File: config.mk
export PLATFORM = sky130hd
export DESIGN_NAME = page_xlate_top
export DESIGN_NICKNAME = d
export VERILOG_FILES = /design/src/rtl/pxl_pkg.sv /design/src/rtl/pxl_rr_victim.sv /design/src/rtl/pxl_tlb_cam.sv /design/src/rtl/pxl_walk_fsm.sv /design/src/rtl/page_xlate_top.sv
export SDC_FILE = /design/constraint.sdc
export NUM_CORES = 1
export LEC_CHECK = 0
export BUFFER_PORTS_ARGS = -buffer_cell sky130_fd_sc_hd__clkbuf_2
export CELL_PAD_IN_SITES_DETAIL_PLACEMENT = 0
export CELL_PAD_IN_SITES_GLOBAL_PLACEMENT = 1
export CORE_UTILIZATION = 49
export CTS_CLUSTER_SIZE = 40
export DETAILED_ROUTE_END_ITERATION = 10
export GPL_ROUTABILITY_DRIVEN = 1
export GPL_TIMING_DRIVEN = 0
export PLACE_DENSITY = 0.95
export SETUP_SLACK_MARGIN = 0.4
export SYNTH_ARGS = -nofsm -noshare
export SYNTH_HDL_FRONTEND = slang
export SYNTH_SLANG_ARGS = --single-unit
File: constraint.sdc
create_clock -name clk -period 4.4 [get_ports clk]
set_input_delay 0.44 -clock clk [delete_from_list [all_inputs] [get_ports clk]]
set_output_delay 0.44 -clock clk [all_outputs]
set_load 0.005 [all_outputs]
File: src/rtl/pxl_pkg.sv
package pxl_pkg;
    typedef enum logic [1:0] {
        WK_IDLE  = 2'd0,
        WK_ISSUE = 2'd1,
        WK_WAIT  = 2'd2
    } walk_state_e;
endpackage

File: src/rtl/pxl_rr_victim.sv
module pxl_rr_victim #(
    parameter int ENTRIES = 4,
    localparam int IDX_W = (ENTRIES > 1) ? $clog2(ENTRIES) : 1
) (
    input  logic             clk,
    input  logic             rst_n,
    input  logic             advance,
    output logic [IDX_W-1:0] slot
);
    localparam logic [IDX_W-1:0] LAST = IDX_W'(ENTRIES - 1);

    logic [IDX_W-1:0] slot_q;

    always_ff @(posedge clk or negedge rst_n) begin
        if (!rst_n) begin
            slot_q <= '0;
        end else if (advance) begin
            slot_q <= (slot_q == LAST) ? '0 : slot_q + 1'b1;
        end
    end

    assign slot = slot_q;


    rr_in_range_chk: assert property (@(posedge clk) disable iff (!rst_n)
        slot_q <= LAST);
endmodule

File: src/rtl/pxl_tlb_cam.sv
module pxl_tlb_cam #(
    parameter int ENTRIES = 4,
    parameter int VPN_W   = 8,
    parameter int PFN_W   = 6,
    localparam int IDX_W = (ENTRIES > 1) ? $clog2(ENTRIES) : 1
) (
    input  logic             clk,
    input  logic             rst_n,
    input  logic             flush,
    input  logic [VPN_W-1:0] look_vpn,
    output logic             hit,
    output logic [PFN_W-1:0] hit_pfn,
    input  logic             fill_en,
    input  logic [IDX_W-1:0] fill_slot,
    input  logic [VPN_W-1:0] fill_vpn,
    input  logic [PFN_W-1:0] fill_pfn
);
    logic [ENTRIES-1:0] valid_q;
    logic [VPN_W-1:0]   tag_q [ENTRIES];
    logic [PFN_W-1:0]   pfn_q [ENTRIES];
    logic [ENTRIES-1:0] match;

    genvar gi;
    generate
        for (gi = 0; gi < ENTRIES; gi++) begin : g_cmp
            assign match[gi] = valid_q[gi] && (tag_q[gi] == look_vpn);
        end
    endgenerate

    assign hit = |match;

    always_comb begin
        hit_pfn = '0;
        for (int i = 0; i < ENTRIES; i++) begin
            if (match[i]) hit_pfn = hit_pfn | pfn_q[i];
        end
    end

    always_ff @(posedge clk or negedge rst_n) begin
        if (!rst_n) begin
            valid_q <= '0;
        end else if (flush) begin
            valid_q <= '0;
        end else if (fill_en) begin
            valid_q[fill_slot] <= 1'b1;
        end
    end

    always_ff @(posedge clk) begin
        if (fill_en && !flush) begin
            tag_q[fill_slot] <= fill_vpn;
            pfn_q[fill_slot] <= fill_pfn;
        end
    end


    single_match_chk: assert property (@(posedge clk) disable iff (!rst_n)
        $onehot0(match));


    flush_empties_chk: assert property (@(posedge clk) disable iff (!rst_n)
        flush |=> (valid_q == '0));


    fill_marks_valid_chk: assert property (@(posedge clk) disable iff (!rst_n)
        (fill_en && !flush) |=> valid_q[$past(fill_slot)]);
endmodule

File: src/rtl/pxl_walk_fsm.sv
module pxl_walk_fsm
    import pxl_pkg::*;
#(
    parameter int VPN_W   = 8,
    parameter int OFF_W   = 6,
    parameter int PFN_W   = 6,
    parameter int PTE_W   = 16,
    parameter int MADDR_W = 12,
    localparam int VA_W = VPN_W + OFF_W,
    localparam int PA_W = PFN_W + OFF_W
) (
    input  logic               clk,
    input  logic               rst_n,
    input  logic [MADDR_W-1:0] table_base,
    input  logic               req_valid,
    input  logic [VA_W-1:0]    req_vaddr,
    output logic               req_ready,
    input  logic               tlb_hit,
    input  logic [PFN_W-1:0]   tlb_pfn,
    output logic               rsp_valid,
    output logic               rsp_hit,
    output logic               rsp_fault,
    output logic [PA_W-1:0]    rsp_paddr,
    output logic               mem_req,
    output logic [MADDR_W-1:0] mem_addr,
    input  logic               mem_rsp_valid,
    input  logic [PTE_W-1:0]   mem_rsp_data,
    output logic               fill_en,
    output logic [VPN_W-1:0]   fill_vpn,
    output logic [PFN_W-1:0]   fill_pfn
);
    walk_state_e state_q, state_d;

    logic [VPN_W-1:0]   vpn_q;
    logic [OFF_W-1:0]   off_q;
    logic [MADDR_W-1:0] addr_q;
    logic               rsp_valid_q, rsp_hit_q, rsp_fault_q;
    logic [PA_W-1:0]    rsp_paddr_q;

    logic [VPN_W-1:0] req_vpn;
    logic [OFF_W-1:0] req_off;
    logic             resident;
    logic [PFN_W-1:0] pte_frame;
    logic             accept;
    logic             walk_done;
    logic             unused_pte_bits;

    assign req_vpn   = req_vaddr[VA_W-1:OFF_W];
    assign req_off   = req_vaddr[OFF_W-1:0];
    assign resident  = mem_rsp_data[PTE_W-1];
    assign pte_frame = mem_rsp_data[PFN_W-1:0];
    assign unused_pte_bits = ^mem_rsp_data[PTE_W-2:PFN_W];
    assign accept    = req_valid && (state_q == WK_IDLE);
    assign walk_done = (state_q == WK_WAIT) && mem_rsp_valid;

    // state register
    always_ff @(posedge clk or negedge rst_n) begin
        if (!rst_n) state_q <= WK_IDLE;
        else        state_q <= state_d;
    end

    always_comb begin
        state_d = state_q;
        unique case (state_q)
            WK_IDLE:  if (req_valid && !tlb_hit) state_d = WK_ISSUE;
            WK_ISSUE: state_d = WK_WAIT;
            WK_WAIT:  if (mem_rsp_valid) state_d = WK_IDLE;
            default:  state_d = WK_IDLE;
        endcase
    end

    // captured request and response registers
    always_ff @(posedge clk or negedge rst_n) begin
        if (!rst_n) begin
            vpn_q       <= '0;
            off_q       <= '0;
            addr_q      <= '0;
            rsp_valid_q <= 1'b0;
            rsp_hit_q   <= 1'b0;
            rsp_fault_q <= 1'b0;
            rsp_paddr_q <= '0;
        end else begin
            rsp_valid_q <= 1'b0;
            if (accept) begin
                vpn_q  <= req_vpn;
                off_q  <= req_off;
                addr_q <= table_base + MADDR_W'(req_vpn);
                if (tlb_hit) begin
                    rsp_valid_q <= 1'b1;
                    rsp_hit_q   <= 1'b1;
                    rsp_fault_q <= 1'b0;
                    rsp_paddr_q <= {tlb_pfn, req_off};
                end
            end
            if (walk_done) begin
                rsp_valid_q <= 1'b1;
                rsp_hit_q   <= 1'b0;
                rsp_fault_q <= !resident;
                rsp_paddr_q <= resident ? {pte_frame, off_q} : '0;
            end
        end
    end

    // outputs
    always_comb begin
        req_ready = (state_q == WK_IDLE);
        mem_req   = (state_q == WK_ISSUE);
        mem_addr  = addr_q;
        fill_en   = walk_done && resident;
        fill_vpn  = vpn_q;
        fill_pfn  = pte_frame;
        rsp_valid = rsp_valid_q;
        rsp_hit   = rsp_hit_q;
        rsp_fault = rsp_fault_q;
        rsp_paddr = rsp_paddr_q;
    end


    mem_req_pulse_chk: assert property (@(posedge clk) disable iff (!rst_n)
        mem_req |=> !mem_req);


    issue_after_miss_chk: assert property (@(posedge clk) disable iff (!rst_n)
        mem_req |-> $past(req_valid && req_ready && !tlb_hit));


    fault_no_fill_chk: assert property (@(posedge clk) disable iff (!rst_n)
        (rsp_valid && rsp_fault) |-> ($past(!fill_en) && (rsp_paddr == '0)));
endmodule

File: src/rtl/page_xlate_top.sv
module page_xlate_top #(
    parameter int ENTRIES = 4,
    parameter int VPN_W   = 8,
    parameter int OFF_W   = 6,
    parameter int PFN_W   = 6,
    parameter int PTE_W   = 16,
    parameter int MADDR_W = 12,
    localparam int VA_W  = VPN_W + OFF_W,
    localparam int PA_W  = PFN_W + OFF_W,
    localparam int IDX_W = (ENTRIES > 1) ? $clog2(ENTRIES) : 1
) (
    input  logic               clk,
    input  logic               rst_n,
    input  logic               flush,
    input  logic [MADDR_W-1:0] table_base,
    input  logic               req_valid,
    input  logic [VA_W-1:0]    req_vaddr,
    output logic               req_ready,
    output logic               rsp_valid,
    output logic               rsp_hit,
    output logic               rsp_fault,
    output logic [PA_W-1:0]    rsp_paddr,
    output logic               mem_req,
    output logic [MADDR_W-1:0] mem_addr,
    input  logic               mem_rsp_valid,
    input  logic [PTE_W-1:0]   mem_rsp_data
);
    logic             tlb_hit;
    logic [PFN_W-1:0] tlb_pfn;
    logic             fill_en;
    logic [VPN_W-1:0] fill_vpn;
    logic [PFN_W-1:0] fill_pfn;
    logic [IDX_W-1:0] victim;

    pxl_tlb_cam #(.ENTRIES(ENTRIES), .VPN_W(VPN_W), .PFN_W(PFN_W)) u_cam (
        .clk       (clk),
        .rst_n     (rst_n),
        .flush     (flush),
        .look_vpn  (req_vaddr[VA_W-1:OFF_W]),
        .hit       (tlb_hit),
        .hit_pfn   (tlb_pfn),
        .fill_en   (fill_en),
        .fill_slot (victim),
        .fill_vpn  (fill_vpn),
        .fill_pfn  (fill_pfn)
    );

    pxl_rr_victim #(.ENTRIES(ENTRIES)) u_rr (
        .clk     (clk),
        .rst_n   (rst_n),
        .advance (fill_en && !flush),
        .slot    (victim)
    );

    pxl_walk_fsm #(
        .VPN_W(VPN_W), .OFF_W(OFF_W), .PFN_W(PFN_W),
        .PTE_W(PTE_W), .MADDR_W(MADDR_W)
    ) u_walk (
        .clk           (clk),
        .rst_n         (rst_n),
        .table_base    (table_base),
        .req_valid     (req_valid),
        .req_vaddr     (req_vaddr),
        .req_ready     (req_ready),
        .tlb_hit       (tlb_hit),
        .tlb_pfn       (tlb_pfn),
        .rsp_valid     (rsp_valid),
        .rsp_hit       (rsp_hit),
        .rsp_fault     (rsp_fault),
        .rsp_paddr     (rsp_paddr),
        .mem_req       (mem_req),
        .mem_addr      (mem_addr),
        .mem_rsp_valid (mem_rsp_valid),
        .mem_rsp_data  (mem_rsp_data),
        .fill_en       (fill_en),
        .fill_vpn      (fill_vpn),
        .fill_pfn      (fill_pfn)
    );


    hit_no_mem_chk: assert property (@(posedge clk) disable iff (!rst_n)
        (rsp_valid && rsp_hit) |-> !mem_req);
endmodule

# ---- Yosys cells after proc, flatten, opt, wreduce, memory -nomap -nowiden
# Memories as Yosys holds them, arrays and structs flattened.
# Cells that the tools add are included.
dict set report totals {
  reg_bits 49
  ram_bits 56
  mem_count 2
  romBits 0
  in_bits 47
  latch_bits 0
}
dict set report op_classes {
  eq_ne 9
  order_cmp 2
  div 0
  bitwise_logic 4
  addsub 2
  reduce_logical 20
  mux 27
  n_mul 0
  n_shift 0
}
# memory depth word_bits read_ports rd_clocked_by_memory_dff wr line
set mem_list {}
lappend mem_list {u_cam.tag_q 4 8 4 0 1 pxl_tlb_cam.sv:19} ;# logic [VPN_W-1:0] tag_q [ENTRIES];
lappend mem_list {u_cam.pfn_q 4 6 4 0 1 pxl_tlb_cam.sv:20} ;# logic [PFN_W-1:0] pfn_q [ENTRIES];
# op n
set ops {}
lappend ops {{two-way mux 12 bit} 4}
lappend ops {{== test 8 bit} 4}
lappend ops {{two-way mux 6 bit} 4}
lappend ops {{OR 6 bit} 3}
lappend ops {{adder 12 x 8 -> 12 bit} 1}
lappend ops {{two-way mux 1 bit} 12}
lappend ops {{logical AND 1 bit} 10}
lappend ops {{two-way mux 4 bit} 2}
lappend ops {{two-way mux 2 bit} 3}
lappend ops {{one-hot mux 2 bit (3 select lines)} 1}
lappend ops {{nonzero test 2 bit} 3}
lappend ops {{== test 2 bit, second input constant} 2}
lappend ops {{OR 4 bit} 1}
lappend ops {{AND reduction 2 bit} 2}
lappend ops {{OR reduction 4 bit} 1}
lappend ops {{logical NOT 1 bit} 3}
lappend ops {{< comparator 2 x 3 -> 1 bit, second input constant} 1}
lappend ops {{adder 2 x 1 -> 2 bit, second input constant} 1}
lappend ops {{demux 1 bit (select 2 bit)} 1}
lappend ops {{== test 2 x 1 -> 1 bit, second input constant} 1}
lappend ops {{>= comparator 2 x 1 -> 1 bit, second input constant} 1}
lappend ops {{logical NOT 2 bit} 1}
lappend ops {{inequality test 2 x 1 -> 1 bit, second input constant} 1}
lappend ops {{inequality test 2 bit, second input constant} 1}

# ---- Longest topological paths before layout
# Gate-level depths: netlist of run 1.
dict set report depth {
  word_depth 12
  depth_mapped 9
}

# ---- By module
# A second synthesis of run 1 with hierarchy kept.
dict set report unflattened {
  cells_unflattened 392
  hier_area_um2 4713.3
}
# mod n_inst area_per_inst_um2 cells_each
set modules_own_cells {}
lappend modules_own_cells {pxl_tlb_cam 1 2431.1 147}
lappend modules_own_cells {pxl_walk_fsm 1 2179.6 238}
lappend modules_own_cells {pxl_rr_victim 1 88.8 6}
lappend modules_own_cells {page_xlate_top 1 13.8 1}

# ---- Worst setup path after synthesis of run 1
# No wires, ideal clock.
dict set report synth_timing {
  path_type {flip-flop to flip-flop}
  from {register u_walk.state_q[0]}
  to {memory u_cam.pfn_q[3][0] (enable)}
  setup_time_ns 0.366
  stages_incl_launch_ff 7
  n_path_buf 2
  required_time_ns 4.034
  setup_slack_ns 2.188
  arrival_time_ns 1.846
  synth_period_minus_slack_ns 2.212
  cell_sequence {dfrtp_1 -> and3b_1 -> buf_2 -> and2_1 -> clkbuf_1 -> nor2b_1 -> and2_1}
}
dict set report synth_via {
  elab_chain_cells 6
}
# item line
set synth_rtl {}
lappend synth_rtl {{start, declared} pxl_walk_fsm.sv:32} ;# walk_state_e state_q, state_d;
lappend synth_rtl {{start signal, assigned} pxl_walk_fsm.sv:59} ;# else state_q <= state_d;
lappend synth_rtl {{== test 2 bit} pxl_walk_fsm.sv:54} ;# assign walk_done = (state_q == WK_WAIT) && mem_rsp_valid;
lappend synth_rtl {{logical AND 1 bit} pxl_walk_fsm.sv:54}
lappend synth_rtl {{logical AND 1 bit} pxl_walk_fsm.sv:109} ;# fill_en = walk_done && resident;
lappend synth_rtl {{logical AND 1 bit} pxl_tlb_cam.sv:50} ;# if (fill_en && !flush) begin
lappend synth_rtl {{two-way mux 1 bit} pxl_tlb_cam.sv:50}
lappend synth_rtl {{two-way mux 1 bit (implied by the code)} pxl_tlb_cam.sv:52} ;# pfn_q[fill_slot] <= fill_pfn;
lappend synth_rtl {{end, declared} pxl_tlb_cam.sv:20}
# Every way passes these cells.

# ---- Worst setup path after layout of run 1
dict set report layout_timing {
  from {register u_walk.state_q[0]}
  to {memory u_cam.tag_q[2][1] (enable)}
}
dict set report layout_via {
  elab_chain_cells 6
}
# item line
set layout_rtl {}
lappend layout_rtl {{== test 2 bit} pxl_walk_fsm.sv:54}
lappend layout_rtl {{logical AND 1 bit} pxl_walk_fsm.sv:54}
lappend layout_rtl {{logical AND 1 bit} pxl_walk_fsm.sv:109}
lappend layout_rtl {{logical AND 1 bit} pxl_tlb_cam.sv:50}
lappend layout_rtl {{two-way mux 1 bit} pxl_tlb_cam.sv:50}
lappend layout_rtl {{two-way mux 1 bit (implied by the code)} pxl_tlb_cam.sv:51} ;# tag_q[fill_slot] <= fill_vpn;
lappend layout_rtl {{end, declared} pxl_tlb_cam.sv:19}
# Every way passes these cells.

==> results.ini, run 1 <==
[run_status]
status=complete, no violations

[synth]
syn_inst=379
syn_area_per_cell_um2=12.67
synth_top_area_frac=0.3502
synth-seq-cells=105
synth_edf_count=56
synth_ff_type=edfxtp_1
ys_seq_area_frac=0.6055
synth_cell_types=51
async_flop_share=0.4667
synth_nets=439
ys.warnings.count=0
synthesis.area_um2=4802
synth_area_leaders=edfxtp_1 35%, dfrtp_1 26%, nand2_1 5.3%
yosys.area.top_type=edfxtp_1

[cells_and_area]
layout_commonest_cell=nand2_1
final_cell_mix=68 x nand2_1, 65 x clkbuf_2, 56 x edfxtp_1, 49 x dfrtp_1, 24 x xnor2_1
drive_gt1_frac=0.2468
nNetsFinal=517
final_cells=591
area_delta_synth_final_pct=15.01
n_antenna_cell=0

[cts]
cts_made_buffers=9
clock_path_buffers=2
tritoncts=yes
clock_latency_ps=380
clock_sinks=105
hold_buffers=0
cts_setup_buffers=0
cts_root_buf=clkbuf_8
h-tree-depth=3
cts_resized=0
path_clk_slew_ps=110

[detailed_routing]
wl_per_cell_um=17.27
wl_mm=10.21
highest_layer=met4
via_per_inst=5.508
drt-met1-wl_mm=4.385
dr_total_vias=3255
wl_met2_mm=5.106
antenna_left=0
drc_errors=0
drt_iter0_markers=196
dr.pass1.iters=5
dr_wl_met3_um=483

[worst_setup_path]
critical_path_arrival_ps=2920
start_kind=flop
path_buf_inv=2
crit_type=flop to flop
cp_slowest_cell=and2_1
endpoint_kind=flop
crit_fanout=14
critPathMostFrequentCell=and2_1
path_delay_family=simple AND/OR/NAND/NOR gates
critical_path.cell_chain=and3b_1 -> buf_2 -> and2_1 -> clkbuf_1 -> nor2b_1 -> and2_1
max_stage_delay_ps=720
required_ps=4410

[pwr]
p_leak_nw=2.299
power_mw=2.684
cellPowerDensity_nw_per_um2=485.9
ir_drop_mv=0.2834

[global_routing]
first_global_vias=3379
grt_max_degree=50
grt_overflow=0
grt.total_usage=0.2247
grt_pass1_wl_mm=16.99
antenna_found_initial=0

[die]
fp.coreArea_um2=9371
dieArea_um2=10200
initial_core_util=0.5124
dieWidth_um=101.0
rows=35
die_y_um=101.0
ioPinCount=76

[placed_design]
hpwl_mm=7.129
placed_cells=574
gp_congestion=0.8203
io_buffers=66

[sta]
rsz0062_at_grt=no
fmax_mhz=344.0
final_max_slew_viol_count=0
timing.final.crit_share=0.6606
worstMarginPinSlew_ps=856.3
finalSetupViolCount=0
period_needed_ps=2907
hold_viol_final=0
hold_ws_ps=54.70
slew_headroom=0.4260
fin_tns_setup_ps=0
fin_skew_ps=15.01

[job]
max-cap-violations=0

[worst_hold_path]
hp-class=primary input to async pin

## cell type report
class                   count  area [um^2]
plain buffers              17        113.9
clock buffers               9        123.9
clock inverters             7        85.08
fillers                   778         3849
inverters                   8        30.03
multi-input cells         249         1750
flip-flops and latches    105         2908
well taps                 129        161.4
repair buffers             67        350.3
## logic make-up after synthesis
kind of cell | after synthesis | share of synthesized area
AO/OA/AOI/OAI | 73 | 0.1050
AND/OR/NAND/NOR | 121 | 0.1318
flip-flops | 105 | 0.6055
adder cells (fa/ha/maj) | 13 | 0.03543
XOR/XNOR | 39 | 0.08598
multiplexers | 3 | 0.006254
buffers and inverters | 25 | 0.02996
## flip-flops by register name (all words and copies together), names as in the netlist, 2 cells and up
register,flops
u_cam.pfn_q,24
u_cam.tag_q,32
u_cam.valid_q,4
u_rr.slot,2
u_walk.fill_vpn,8
u_walk.mem_addr,12
u_walk.off_q,6
u_walk.rsp_paddr,12
u_walk.state_q,2
## power breakdown
part           internal [mW]  switching, mW
Combinational          0.277          0.372
Sequential              1.27          0.138
Clock                  0.275          0.353
Total                   1.82          0.863
## worst paths after layout
| path | start | endpoint | slack (ps) | cells past startpoint |
|---|---|---|---|---|
| min in group clk | mem_rsp_data[15] | u_walk.rsp_fault | 230 | 2 |
| hold reg to reg | u_walk.off_q[0] | u_walk.off_q[0] | 490 | 2 |
| max in group asynchronous | rst_n | u_walk.mem_addr[8] | 3770 | 2 |
| setup reg to reg | u_walk.state_q[0] | u_cam.tag_q[2][1] | 1490 | 6 |
| setup / recovery | u_walk.state_q[0] | u_cam.tag_q[2][1] | 1490 | 6 |
| hold / removal | rst_n | u_walk.rsp_paddr[6] | 50 | 1 |
## through the flow
step	util	setup slack, ps	area, um^2
2_1_floorplan	-	2188	4802
3_3_place_gp	0.5649	1497	5294
3_5_place_dp	0.5649	1447	5294
4_1_cts	0.5872	1510	5503
5_1_grt	0.5893	1346	5523
6_report	0.5893	1493	5523
## metal layers
layer / GRT usage / vias up
li1: - / 1503
met1: 0.2884 / 1630
met2: 0.3846 / 98
met3: 0.03883 / 24
met4: 0.08138 / 0
met5: 0 / -
## cells in the mapped netlist, types with 2 or more instances
library cell  instances
nor3b_1               2
nor4_4                3
a31oi_1               3
a221oi_1              3
mux2i_1               3
nor2b_1               3
xor2_2                2
buf_6                 5
ha_1                 12
xnor2_1              24
a22o_2                3
nor3_1                2
edfxtp_1             56
a22oi_1               6
a21oi_1              12
buf_4                 3
a2bb2oi_1             3
and2_1                7
nor2_1               12
a311o_1               3
nand3_1               6
dfrtp_1              49
a22o_1                6
clkbuf_1              8
xor2_1                7
o21ai_1              10
nand2_1              68
nand4_1               6
inv_1                 8
o21ai_0              16
a21o_1                2
nand3_2               3
xnor2_2               5
Power figures use the tool's default switching activity.
==> run 2: changes to the inputs <==
- CORE_UTILIZATION: 49 -> 41
- PLACE_DENSITY: 0.95 -> 0.86
- clock period: 4.4 -> 2.5 ns (I/O delays scaled with it)
==> run 2 against run 1 <==
Non-clock buffer count up 10. Global-route usage down 4.3 points. Cell area up 5.9%. Combinational power up 83%. Critical path depth unchanged. Clock skew down 5.1 ps. Total power up 89%. Flip-flop and latch count unchanged. First-iteration DRC count up 5.1%. Sequential share of layout area down 3.0 points. Setup slack worse by 980 ps. Via count up 2.1%. Highest routed layer unchanged.
==> results.ini, run 2 (synthesized netlist as in run 1, its figures left out) <==
[sta]
fin_tns_setup_ps=0
hold_viol_final=0
fmax_mhz=502.6
final_max_slew_viol_count=0
period_needed_ps=1990
timing.final.crit_share=0.7958
rsz0062_at_grt=no
worstMarginPinSlew_ps=731.4
slew_headroom=0.5084
finalSetupViolCount=0
fin_skew_ps=9.910

[pwr]
clockPowerShare=0.273
comb_power_share=0.236
p_int_mw=3.516
ir_drop_mv=0.4767
p_seq_frac=0.491
p_leak_nw=2.462
p_sw_frac=0.3060
cellPowerDensity_nw_per_um2=866.0
p_sw_mw=1.551

[cts]
path_clk_slew_ps=70
clock_path_buffers=2
cts_made_buffers=9
clock_sinks=105
clock_latency_ps=340
h-tree-depth=3
tritoncts=yes
cts_root_buf=clkbuf_16

[detailed_routing]
wl_per_cell_um=17.94
dr_total_vias=3323
drt_iter0_markers=206
via_per_inst=5.351
wl_mm=11.14
dr.pass1.iters=5
drc_errors=0
antenna_left=0

[job]
max-cap-violations=0

[placed_design]
hpwl_mm=7.144
placement.cell_area_um2=5316
io_buffers=66
gp_congestion=0.7772

[cells_and_area]
area_delta_synth_final_pct=21.83
final_cell_mix=68 x nand2_1, 67 x clkbuf_2, 56 x edfxtp_1, 49 x dfrtp_1, 24 x xnor2_1
largest_reg_flops=32
fin_area_um2=5851
layout_commonest_cell=nand2_1
drive_gt1_frac=0.2845
top_regs=u_cam.tag_q: 32 flops, u_cam.pfn_q: 24 flops
fillCellCount=971
nNetsFinal=533
n_antenna_cell=0
max_flop_register=u_cam.tag_q

[worst_setup_path]
crit_type=flop to flop
start_kind=flop
crit_path_start=u_walk.state_q[0]
endpoint_kind=flop
critical_path_arrival_ps=2030
r2r-start=u_walk.state_q[0]
crit_fanout=9
required_ps=2540

[die]
initial_core_util=0.4206
dieWidth_um=110.2
rows=39
ioPinCount=76
dieArea_um2=12150
die_y_um=110.2
fp.coreArea_um2=11420

[global_routing]
grt_overflow=0
grt_pass1_wl_mm=16.09
first_global_vias=3071
grt_max_degree=50
antenna_found_initial=0
grt.total_usage=0.1814

[worst_hold_path]
hp-start=mem_rsp_data[15]
hp-class=primary input to flop

[run_status]
status=complete, no violations

[run 2: changes by cell type in the layout (fill, tap and decap cells not counted), moves of 4 or more]
cell | before | now
buf_12 | 1 | 5
clkbuf_16 | 0 | 10
buf_4 | 3 | 7
clkbuf_8 | 9 | 1
and2_1 | 7 | 3
and2_4 | 0 | 8
[run 2: final timing paths]
| kind | cells past startpoint | end | slack, ps |
|---|---|---|---|
| setup / recovery | 6 | u_cam.pfn_q[2][0] | 510 |
| hold / removal | 2 | u_walk.rsp_fault | 100 |
| setup reg to reg | 6 | u_cam.pfn_q[2][0] | 510 |
| hold reg to reg | 2 | u_walk.mem_addr[1] | 480 |
| max in group asynchronous | 3 | u_walk.mem_addr[10] | 1540 |
| min in group asynchronous | 2 | u_cam.valid_q[3] | 420 |
[run 2: per-stage QoR]
step / std cells / hold slack [ps] / power, mW / utilization / setup WS [ps]
2_1_floorplan: 379 / -45.59 / 3.145 / - / 440.8
3_3_place_gp: 588 / 443.2 / 3.597 / 0.4656 / -11.60
3_5_place_dp: 588 / 452.4 / 3.645 / 0.4656 / -45.65
4_1_cts: 608 / 82.49 / 5.048 / 0.4973 / 357.2
5_1_grt: 621 / 92.45 / 5.342 / 0.5124 / 407.4
6_report: 621 / 95.67 / 5.067 / 0.5124 / 510.4
[run 2: routing by layer]
layer  part of all wire  routed length [um]  GRT usage  vias up
met4              0.011                 119    0.05733        0
li1                   -                   -          -     1553
met3              0.050                 562    0.03527       11
met2               0.52                5768     0.3067      112
met5                  0                   0          0        -
met1               0.42                4689     0.2359     1647
[run 2: power by group through the flow]
stage | clock network, mW | registers [mW] | logic, mW
after detailed placement | 0 | 2.51 | 1.13
after floorplan | 0 | 2.47 | 0.672
after global placement | 0 | 2.49 | 1.10
final | 1.38 | 2.49 | 1.19
after global routing | 1.47 | 2.53 | 1.35
after CTS | 1.41 | 2.48 | 1.16
[run 2: timing repair]
item                       CTS  global route
setup buffers                3             6
pin swaps                    5             9
hold endpoints to repair     0            15
resized for setup            8            12
gates cloned                 1             5
setup endpoints to repair   73            79
hold buffers                 0             1
[run 2: layout make-up]
type | count | area [um^2] | area share
clock inverters | 4 | 31.28 | 0.005346
clock buffers | 12 | 267.8 | 0.04577
well taps | 143 | 178.9 | 0.03058
repair buffers | 77 | 481.7 | 0.08234
inverters | 8 | 30.03 | 0.005133
flip-flops and latches | 105 | 2908 | 0.4970
plain buffers | 17 | 122.6 | 0.02096
multi-input cells | 255 | 1831 | 0.3129
[run 2: worst max-delay path, stage by stage, from the launching register on]
cell      delay [ps]
dfrtp_1          410
and3b_1          210
clkbuf_4         190
and2_1           140
clkbuf_4         200
nor2b_4          270
and2_4           280
